[config.mk]
export PLATFORM = sky130hd
export DESIGN_NAME = mr_serializer
export DESIGN_NICKNAME = d
export VERILOG_FILES = /design/src/rtl/ser_pkg.sv /design/src/rtl/lane_order.sv /design/src/rtl/par_check.sv /design/src/rtl/ser_shift.sv /design/src/rtl/mr_serializer.sv
export SDC_FILE = /design/constraint.sdc
export NUM_CORES = 1
export LEC_CHECK = 0
export BUFFER_PORTS_ARGS = -buffer_cell sky130_fd_sc_hd__buf_2
export CAP_MARGIN = 20
export CORE_ASPECT_RATIO = 1.1
export CORE_UTILIZATION = 28
export CTS_BUF_LIST = sky130_fd_sc_hd__clkbuf_4 sky130_fd_sc_hd__clkbuf_8
export CTS_CLUSTER_DIAMETER = 50
export DETAILED_ROUTE_END_ITERATION = 6
export PLACE_DENSITY = 0.45
export SETUP_SLACK_MARGIN = 0.15
export SLEW_MARGIN = 0
export SYNTH_ARGS = -nofsm -noshare
export SYNTH_HDL_FRONTEND = slang
export SYNTH_SLANG_ARGS = --single-unit
[constraint.sdc]
create_clock -name clk -period 1.5 [get_ports clk]
set_input_delay 0.3 -clock clk [delete_from_list [all_inputs] [get_ports clk]]
set_output_delay 0.3 -clock clk [all_outputs]
set_load 0.02 [all_outputs]
[src/rtl/ser_pkg.sv]
package ser_pkg;

  typedef enum logic [1:0] {
    RATIO_16 = 2'd0,
    RATIO_10 = 2'd1,
    RATIO_8  = 2'd2,
    RATIO_4  = 2'd3
  } ratio_e;

  // active lane count for a ratio code, given the configured widths
  function automatic int active_width(ratio_e r, int full_w, int w_ten, int w_eight, int w_four);
    case (r)
      RATIO_16: return full_w;
      RATIO_10: return w_ten;
      RATIO_8:  return w_eight;
      default:  return w_four;
    endcase
  endfunction

endpackage

[src/rtl/lane_order.sv]
module lane_order
  import ser_pkg::*;
#(
  parameter int WORD_W  = 16,
  parameter int W_TEN   = 10,
  parameter int W_EIGHT = 8,
  parameter int W_FOUR  = 4
) (
  input  logic [WORD_W-1:0] din,
  input  ratio_e            ratio,
  output logic [WORD_W-1:0] seq,
  output logic [WORD_W-1:0] mask
);

  // Each mode builds a left-justified vector in transmission order:
  // bit WORD_W-1 goes out first.
  for (genvar m = 0; m < 4; m++) begin : g_mode
    localparam int W  = (m == 0) ? WORD_W : (m == 1) ? W_TEN : (m == 2) ? W_EIGHT : W_FOUR;
    localparam int LO = (WORD_W - W) / 2;
    logic [WORD_W-1:0] seq_m;
    logic [WORD_W-1:0] msk_m;
    for (genvar b = 0; b < WORD_W; b++) begin : g_bit
      if (b >= WORD_W - W) begin : g_on
        localparam int POS = WORD_W - 1 - b;
        if (m == int'(RATIO_10)) begin : g_rev
          assign seq_m[b] = din[LO + POS];
        end else begin : g_fwd
          assign seq_m[b] = din[LO + W - 1 - POS];
        end
      end else begin : g_off
        assign seq_m[b] = 1'b0;
      end
      if (b >= LO && b < LO + W) begin : g_in
        assign msk_m[b] = 1'b1;
      end else begin : g_out
        assign msk_m[b] = 1'b0;
      end
    end
  end

  always_comb begin
    unique case (ratio)
      RATIO_16: begin seq = g_mode[0].seq_m; mask = g_mode[0].msk_m; end
      RATIO_10: begin seq = g_mode[1].seq_m; mask = g_mode[1].msk_m; end
      RATIO_8:  begin seq = g_mode[2].seq_m; mask = g_mode[2].msk_m; end
      default:  begin seq = g_mode[3].seq_m; mask = g_mode[3].msk_m; end
    endcase
  end

endmodule

[src/rtl/par_check.sv]
module par_check #(
  parameter int WORD_W = 16
) (
  input  logic [WORD_W-1:0] din,
  input  logic [WORD_W-1:0] mask,
  input  logic              par_bit,
  input  logic              odd_sense,
  output logic              mismatch
);

  logic ones_odd;

  assign ones_odd = (^(din & mask)) ^ par_bit;
  // even sense wants an even total, odd sense an odd total
  assign mismatch = odd_sense ? ~ones_odd : ones_odd;

endmodule

[src/rtl/ser_shift.sv]
module ser_shift
  import ser_pkg::*;
#(
  parameter int WORD_W  = 16,
  parameter int W_TEN   = 10,
  parameter int W_EIGHT = 8,
  parameter int W_FOUR  = 4
) (
  input  logic              clk,
  input  logic              rst_n,
  input  logic              bit_en,
  input  logic              load,
  input  logic [WORD_W-1:0] load_word,
  input  ratio_e            load_ratio,
  output logic              ser_out,
  output logic              at_bound
);

  localparam int CW = $clog2(WORD_W);

  logic [WORD_W-1:0] sreg;
  logic [CW-1:0]     cnt;
  ratio_e            ratio_q;

  function automatic logic [CW-1:0] last_of(ratio_e r);
    return CW'(active_width(r, WORD_W, W_TEN, W_EIGHT, W_FOUR) - 1);
  endfunction

  always_ff @(posedge clk) begin
    if (!rst_n) begin
      sreg    <= '0;
      cnt     <= '0;
      ratio_q <= RATIO_16;
    end else if (load) begin
      sreg    <= load_word;
      cnt     <= last_of(load_ratio);
      ratio_q <= load_ratio;
    end else if (bit_en) begin
      sreg <= {sreg[WORD_W-2:0], 1'b0};
      if (cnt != '0) cnt <= cnt - 1'b1;
    end
  end

  assign ser_out  = sreg[WORD_W-1];
  assign at_bound = (cnt == '0);

  // the line only moves on enabled cycles
  p_hold_no_en_r12: assert property (@(posedge clk) disable iff (!rst_n)
    !bit_en |=> $stable(ser_out));

  // the latched ratio only changes at a slot start
  p_ratio_held_r10: assert property (@(posedge clk) disable iff (!rst_n)
    !load |=> $stable(ratio_q));

  // the remaining-bit count never exceeds the latched slot length
  p_cnt_bound_r1: assert property (@(posedge clk) disable iff (!rst_n)
    cnt <= last_of(ratio_q));

endmodule

[src/rtl/mr_serializer.sv]
module mr_serializer
  import ser_pkg::*;
#(
  parameter int WORD_W  = 16,
  parameter int W_TEN   = 10,
  parameter int W_EIGHT = 8,
  parameter int W_FOUR  = 4
) (
  input  logic              clk,
  input  logic              rst_n,
  input  logic              bit_en,
  input  logic              in_valid,
  output logic              in_ready,
  input  logic [WORD_W-1:0] in_data,
  input  logic              in_par,
  input  logic [1:0]        ratio_sel,
  input  logic              par_odd,
  output logic              ser_out,
  output logic              word_stb,
  output logic              par_err
);

  ratio_e            ratio_in;
  logic [WORD_W-1:0] seq_w;
  logic [WORD_W-1:0] mask_w;
  logic              mism;
  logic              at_bound;
  logic [WORD_W-1:0] load_word;

  assign ratio_in  = ratio_e'(ratio_sel);
  assign in_ready  = bit_en & at_bound;
  assign load_word = in_valid ? seq_w : '0;

  lane_order #(.WORD_W(WORD_W), .W_TEN(W_TEN), .W_EIGHT(W_EIGHT), .W_FOUR(W_FOUR)) u_lanes (
    .din   (in_data),
    .ratio (ratio_in),
    .seq   (seq_w),
    .mask  (mask_w)
  );

  par_check #(.WORD_W(WORD_W)) u_par (
    .din       (in_data),
    .mask      (mask_w),
    .par_bit   (in_par),
    .odd_sense (par_odd),
    .mismatch  (mism)
  );

  ser_shift #(.WORD_W(WORD_W), .W_TEN(W_TEN), .W_EIGHT(W_EIGHT), .W_FOUR(W_FOUR)) u_shift (
    .clk        (clk),
    .rst_n      (rst_n),
    .bit_en     (bit_en),
    .load       (in_ready),
    .load_word  (load_word),
    .load_ratio (ratio_in),
    .ser_out    (ser_out),
    .at_bound   (at_bound)
  );

  always_ff @(posedge clk) begin
    if (!rst_n) begin
      word_stb <= 1'b0;
      par_err  <= 1'b0;
    end else if (in_ready) begin
      word_stb <= in_valid;
      par_err  <= in_valid & mism;
    end else if (bit_en) begin
      word_stb <= 1'b0;
    end
  end

  // a rising strobe always follows an accepted word
  p_stb_from_accept_r7: assert property (@(posedge clk) disable iff (!rst_n)
    $rose(word_stb) |-> $past(in_valid && in_ready));

  // an enabled cycle without acceptance drops the strobe
  p_stb_clear_r7: assert property (@(posedge clk) disable iff (!rst_n)
    (bit_en && !in_ready) |=> !word_stb);

  // the flag is held between slot starts
  p_perr_held_r9: assert property (@(posedge clk) disable iff (!rst_n)
    !in_ready |=> $stable(par_err));

endmodule

==> metrics.txt, run 1 <==
commonest non-fill, non-tap cell in the layout buf_4; Slew Limit Headroom 0.7045; Synth Register Bits 22; std cell rows 26; CTS tree yes; Nets 249; clock edge transition at the registers on the reported setup and hold paths 0.09 ns; Area growth syn-to-layout 44.36%; clock skew 0.008684 ns; Starting Density 0.2942; Seq/Total Area, Yosys 0.3174; Post-Syn Instances 170; Yosys Warn Count 0; DP Area 1713 µm²; first-pass GRT wire length 6279 µm; setup TNS 0 ns; Detail Placement HPWL 2980 µm; Ports 28; commonest cells after routing, fill and taps aside buf_4 (29), buf_2 (22), dfxtp_1 (20), nand2_1 (18), o21ai_0 (16); pin count of the biggest net entering global routing 23; core area 4717 µm²; Hold Vio Cnt, Final 0; antenna violations before repair 0; port buffer count 27; Wirelength per Cell 14.31 µm; EDFF count, synth 0; Pre-Repair DR Iteration Count 4; unrepaired setup endpoints after global routing yes; Max Cap Viol 0; critical path arrival 1.66 ns; setup violators final 0; Synth Area per Inst 8.162 µm²; Worst-Margin Slew 0.4377 ns; via-per-instance ratio 5.112; final core occ 0.4247; Die W 69.12 µm; clk sinks 22; post-route ant nets 0; Num CTS Buffers 3; die footprint 5241 µm²; Placer Congestion 0.8909; Post-synth top flop dfxtp_1; outcome finished, final reports clean; Hold Buf Count CTS 0; GRT overflow 0; Syn Nets 196; async set-or-reset flop fraction in the synthesized netlist 0; DRT iter0 DRCs 43; final worst path period share 0.9955; Die Height 75.83 µm; hold depth 3; Leak Pwr 0.8643 nW; Mapped Area 1388 µm²; CP Data Required Time 1.67 ns; Power Dens Cells 1012 nW/µm²; diodes inserted 0; via count 1421; minimum clock period 1.493 ns; final wirelength 3977 µm; Crit Path Max Fanout 2; Slew Limit Fails 0; CP Capture Type flip-flop; worst-skew pair later-pin latency 0.27 ns; Residual DRC 0; worst reg2reg path depth 8; hold crit path type in -> reg; final instance area 2003 µm²; library cells used by synthesis 37; Fmax 669.7 MHz; Total GRT Usage 0.1522; Place WS -0.2672 ns; CP Launch Type input port; maximum buffer depth of the clock tree 2; number of global-route vias before repair 1331; crit path kind in -> reg; fin worst setup slack 0.006723 ns; depth of the CTS H-tree 1; share of cells above drive strength 1 0.4099; Max VDD drop 0.0004439 V; clk root buf clkbuf_8
layer usage:
metal | track usage | wire, µm | vias to the layer above
met5 | 0 | 0 | -
met2 | 0.2751 | 1951 | 38
met4 | 0.06803 | 49 | 0
met3 | 0.01587 | 117 | 4
li1 | - | - | 706
met1 | 0.1864 | 1858 | 673
critical path, stage by stage:
cell,delay (ns)
buf_8,0.11
xnor2_4,0.17
xnor2_1,0.14
xnor3_1,0.45
xnor3_1,0.35
nand3_1,0.09
a21boi_1,0.06
layout make-up:
class                      count  area (µm²)
inverter                       6       25.02
tap                           56       70.07
clock buffer                   3       41.29
clock inverter                 1       30.03
timing repair buffer          59       421.7
sequential                    22       442.9
fill                         484        2714
multi-input combinational    131       972.2
report_power, final:
group          internal, W  switching [W]  leakage, nW
Combinational     0.000394       0.000375        0.647
Sequential        0.000655      0.0000406        0.182
Clock             0.000357       0.000206       0.0357
metrics by stage:
stage / cells / hold WS [ns] / total power (W)
6_report: 278 / 0.2943 / 0.002027
5_1_grt: 278 / 0.3021 / 0.002143
4_1_cts: 275 / 0.2857 / 0.001942
3_5_place_dp: 267 / 0.4722 / 0.001305
3_3_place_gp: 267 / 0.4620 / 0.001289
2_1_floorplan: 170 / 0.4342 / 0.001110
cell families after synthesis:
logic type | Yosys count | synth area share
AOI/OAI and AO/OA | 56 | 0.2489
and+or+nand+nor | 53 | 0.1704
DFF | 22 | 0.3174
buffers and inverters | 17 | 0.07574
xor gates and xnor gates | 14 | 0.1082
muxes | 6 | 0.06132
adders and majority gates | 2 | 0.01803
state kept, by name (all words and copies together), names as in the netlist:
| name | count |
|---|---|
| word_stb | 1 |
| par_err | 1 |
| u_shift.cnt | 4 |
| u_shift.sreg | 16 |
path summary, 6_finish.rpt:
check	slack, ns	from	end
worst max-delay path	0.007	in_data[7]	par_err
worst max register to register	0.19	u_shift.cnt[0]	u_shift.cnt[2]
worst min-delay path	0.29	in_data[1]	u_shift.sreg[1]
worst min register to register	0.48	par_err	par_err
cell usage after synthesis (all sizes together), types with 2 or more instances:
| library cell | n | share of area |
|---|---|---|
| nor2 | 13 | 0.035 |
| ha | 2 | 0.018 |
| nand2 | 23 | 0.062 |
| o21ai | 19 | 0.069 |
| inv | 6 | 0.016 |
| xnor2 | 9 | 0.057 |
| nor2b | 6 | 0.029 |
| a21boi | 3 | 0.016 |
| mux4 | 2 | 0.032 |
| o221ai | 6 | 0.038 |
| a21oi | 16 | 0.058 |
| nor3 | 4 | 0.014 |
| xor2 | 3 | 0.019 |
| dfxtp | 22 | 0.32 |
| buf | 2 | 0.014 |
| a211o | 2 | 0.013 |
| xnor3 | 2 | 0.032 |
| clkbuf | 9 | 0.046 |
| nand3 | 3 | 0.011 |
| a22oi | 4 | 0.022 |
| mux2i | 4 | 0.029 |
what timing repair did:
action / in CTS / in global routing
pin swaps: 2 / 13
resized for setup: 14 / 29
buffers inserted: 4 / 3
setup endpoints to repair: 16 / 18
Note: power is estimated with default switching activity, not from simulation.
==> inputs of run 2 (changes only) <==
--- a/config.mk
+++ b/config.mk
@@ -7,7 +7,6 @@
 export LEC_CHECK = 0
 export BUFFER_PORTS_ARGS = -buffer_cell sky130_fd_sc_hd__buf_2
 export CAP_MARGIN = 20
-export CORE_ASPECT_RATIO = 1.1
 export CORE_UTILIZATION = 28
 export CTS_BUF_LIST = sky130_fd_sc_hd__clkbuf_4 sky130_fd_sc_hd__clkbuf_8
 export CTS_CLUSTER_DIAMETER = 50
==> metrics.txt, run 2 (synthesis gave the netlist of run 1 again) <==
Fmax 679.1 MHz; hold depth 3; hold crit path type in -> reg; worst reg2reg path depth 8; depth of the CTS H-tree 1; Worst-Margin Slew 0.3955 ns; antenna violations before repair 0; Starting Density 0.2918; clk root buf clkbuf_8; DP Area 1739 µm²; via count 1445; via-per-instance ratio 5.000; Multi-input gate area 962.2 µm²; clk sinks 22; Wirelength per Cell 13.46 µm; Detail Placement HPWL 2926 µm; CTS tree yes; r2r setup slk 0.17 ns; sequential cell area 442.9 µm²; Critical Path Max Stage Delay 0.44 ns; CP Data Required Time 1.66 ns; Num CTS Buffers 3; Ports 28; port buffer count 27; unrepaired setup endpoints after global routing yes; final worst path period share 0.9817; post-route ant nets 0; diodes inserted 0; r2r startpoint u_shift.cnt[0]; std cell rows 25; Pwr Total 0.001876 W; Hold Vio Cnt, Final 0; commonest non-fill, non-tap cell in the layout buf_4; setup TNS 0 ns; Max VDD drop 0.0006957 V; hold path endpoint u_shift.sreg[1]; share of cells above drive strength 1 0.4144; Power Dens Cells 935.4 nW/µm²; Max Cap Viol 0; Placer Congestion 0.8575; Die Height 72.40 µm; Die W 72.40 µm; CP max stage cell xnor3_1; FILL cells 535; Area growth syn-to-layout 44.54%; Total GRT Usage 0.1596; crit path kind in -> reg; core area 4755 µm²; Slew Limit Fails 0; Nets 249; max reg flops 16; DRT iter0 DRCs 61; Slew Limit Headroom 0.7330; setup violators final 0; clock skew 0.003623 ns; end of the worst register-to-register path u_shift.sreg[3]; CP Launch Type input port; final core occ 0.4218; Leak Pwr 0.8613 nW; Pre-Repair DR Iteration Count 4; number of global-route vias before repair 1381; Residual DRC 0; critical path arrival 1.63 ns; first-pass GRT wire length 6437 µm; GRT overflow 0; CP dominant cell by count xnor3_1; final wirelength 3889 µm; Hold Crit Start in_data[1]; die footprint 5241 µm²; minimum clock period 1.473 ns; worst-skew pair later-pin latency 0.26 ns; biggest regs u_shift.sreg (16), u_shift.cnt (4); register with the most flip-flops u_shift.sreg; Crit Path Max Fanout 1; CP Capture Type flip-flop; commonest cells after routing, fill and taps aside buf_4 (28), buf_2 (21), dfxtp_1 (20), nand2_1 (18), o21ai_0 (16); CP Cell Sequence buf_2 > xnor2_2 > xnor2_1 > xnor3_1 > xnor3_1 > nand3_1 > a21boi_1; maximum buffer depth of the clock tree 2; pin count of the biggest net entering global routing 24; clock edge transition at the registers on the reported setup and hold paths 0.08 ns; final instance area 2006 µm²; outcome finished, final reports clean
-- run 2: stage by stage --
stage	hold WS (ns)	setup slack [ns]	std cells
4_1_cts	0.2879	0.009220	288
3_5_place_dp	0.4595	-0.3128	278
3_3_place_gp	0.4571	-0.2592	278
5_1_grt	0.2839	-0.06029	289
2_1_floorplan	0.4342	-0.06601	170
6_report	0.2917	0.02749	289
-- run 2: where the power goes --
group	total (W)	switching, W	internal, W
logic	0.000764	0.000371	0.000393
clock network	0.000420	0.000187	0.000234
registers	0.000692	0.0000371	0.000655
total	0.00188	0.000595	0.00128
-- run 2: timing repair --
item                                    4_1_cts  5_1_grt
setup buffers                                 6        1
gates resized for setup                      24       15
hold endpoints to repair                      0        0
endpoints found under the setup margin       21       16
pin swaps                                    13        6
hold buffers                                  0        0
-- run 2: worst max-delay path, delay by kind of cell --
family,cells,cell delay (ns)
compound gates,1,0.06
simple gates,1,0.09
xor+xnor,4,1.06
buf+inv,1,0.11
-- run 2: worst max-delay path by stage --
stage	start	slack [ns]	to	cells after the start
2_1_floorplan	in_data[14]	-0.07	par_err	7
3_3_place_gp	in_data[14]	-0.26	par_err	8
3_5_place_dp	in_data[14]	-0.31	par_err	8
4_1_cts	in_data[7]	0.009	par_err	7
5_1_grt	in_par	-0.06	par_err	7
6_report	in_par	0.03	par_err	7
-- run 2: area by class of cell --
cell class,count,share of cell area
Inverter,6,0.01248
Tap cell,67,0.04180
Sequential cell,22,0.2208
Multi-Input combinational cell,131,0.4797
Timing Repair Buffer,59,0.2177
Clock buffer,4,0.02745
-- run 2: layer usage --
| layer | up-vias | routed length (µm) | track usage |
|---|---|---|---|
| met3 | 2 | 195 | 0.03333 |
| met1 | 703 | 1740 | 0.2114 |
| li1 | 708 | - | - |
| met2 | 32 | 1937 | 0.2710 |
| met5 | - | 0 | 0 |
| met4 | 0 | 15 | 0.02614 |
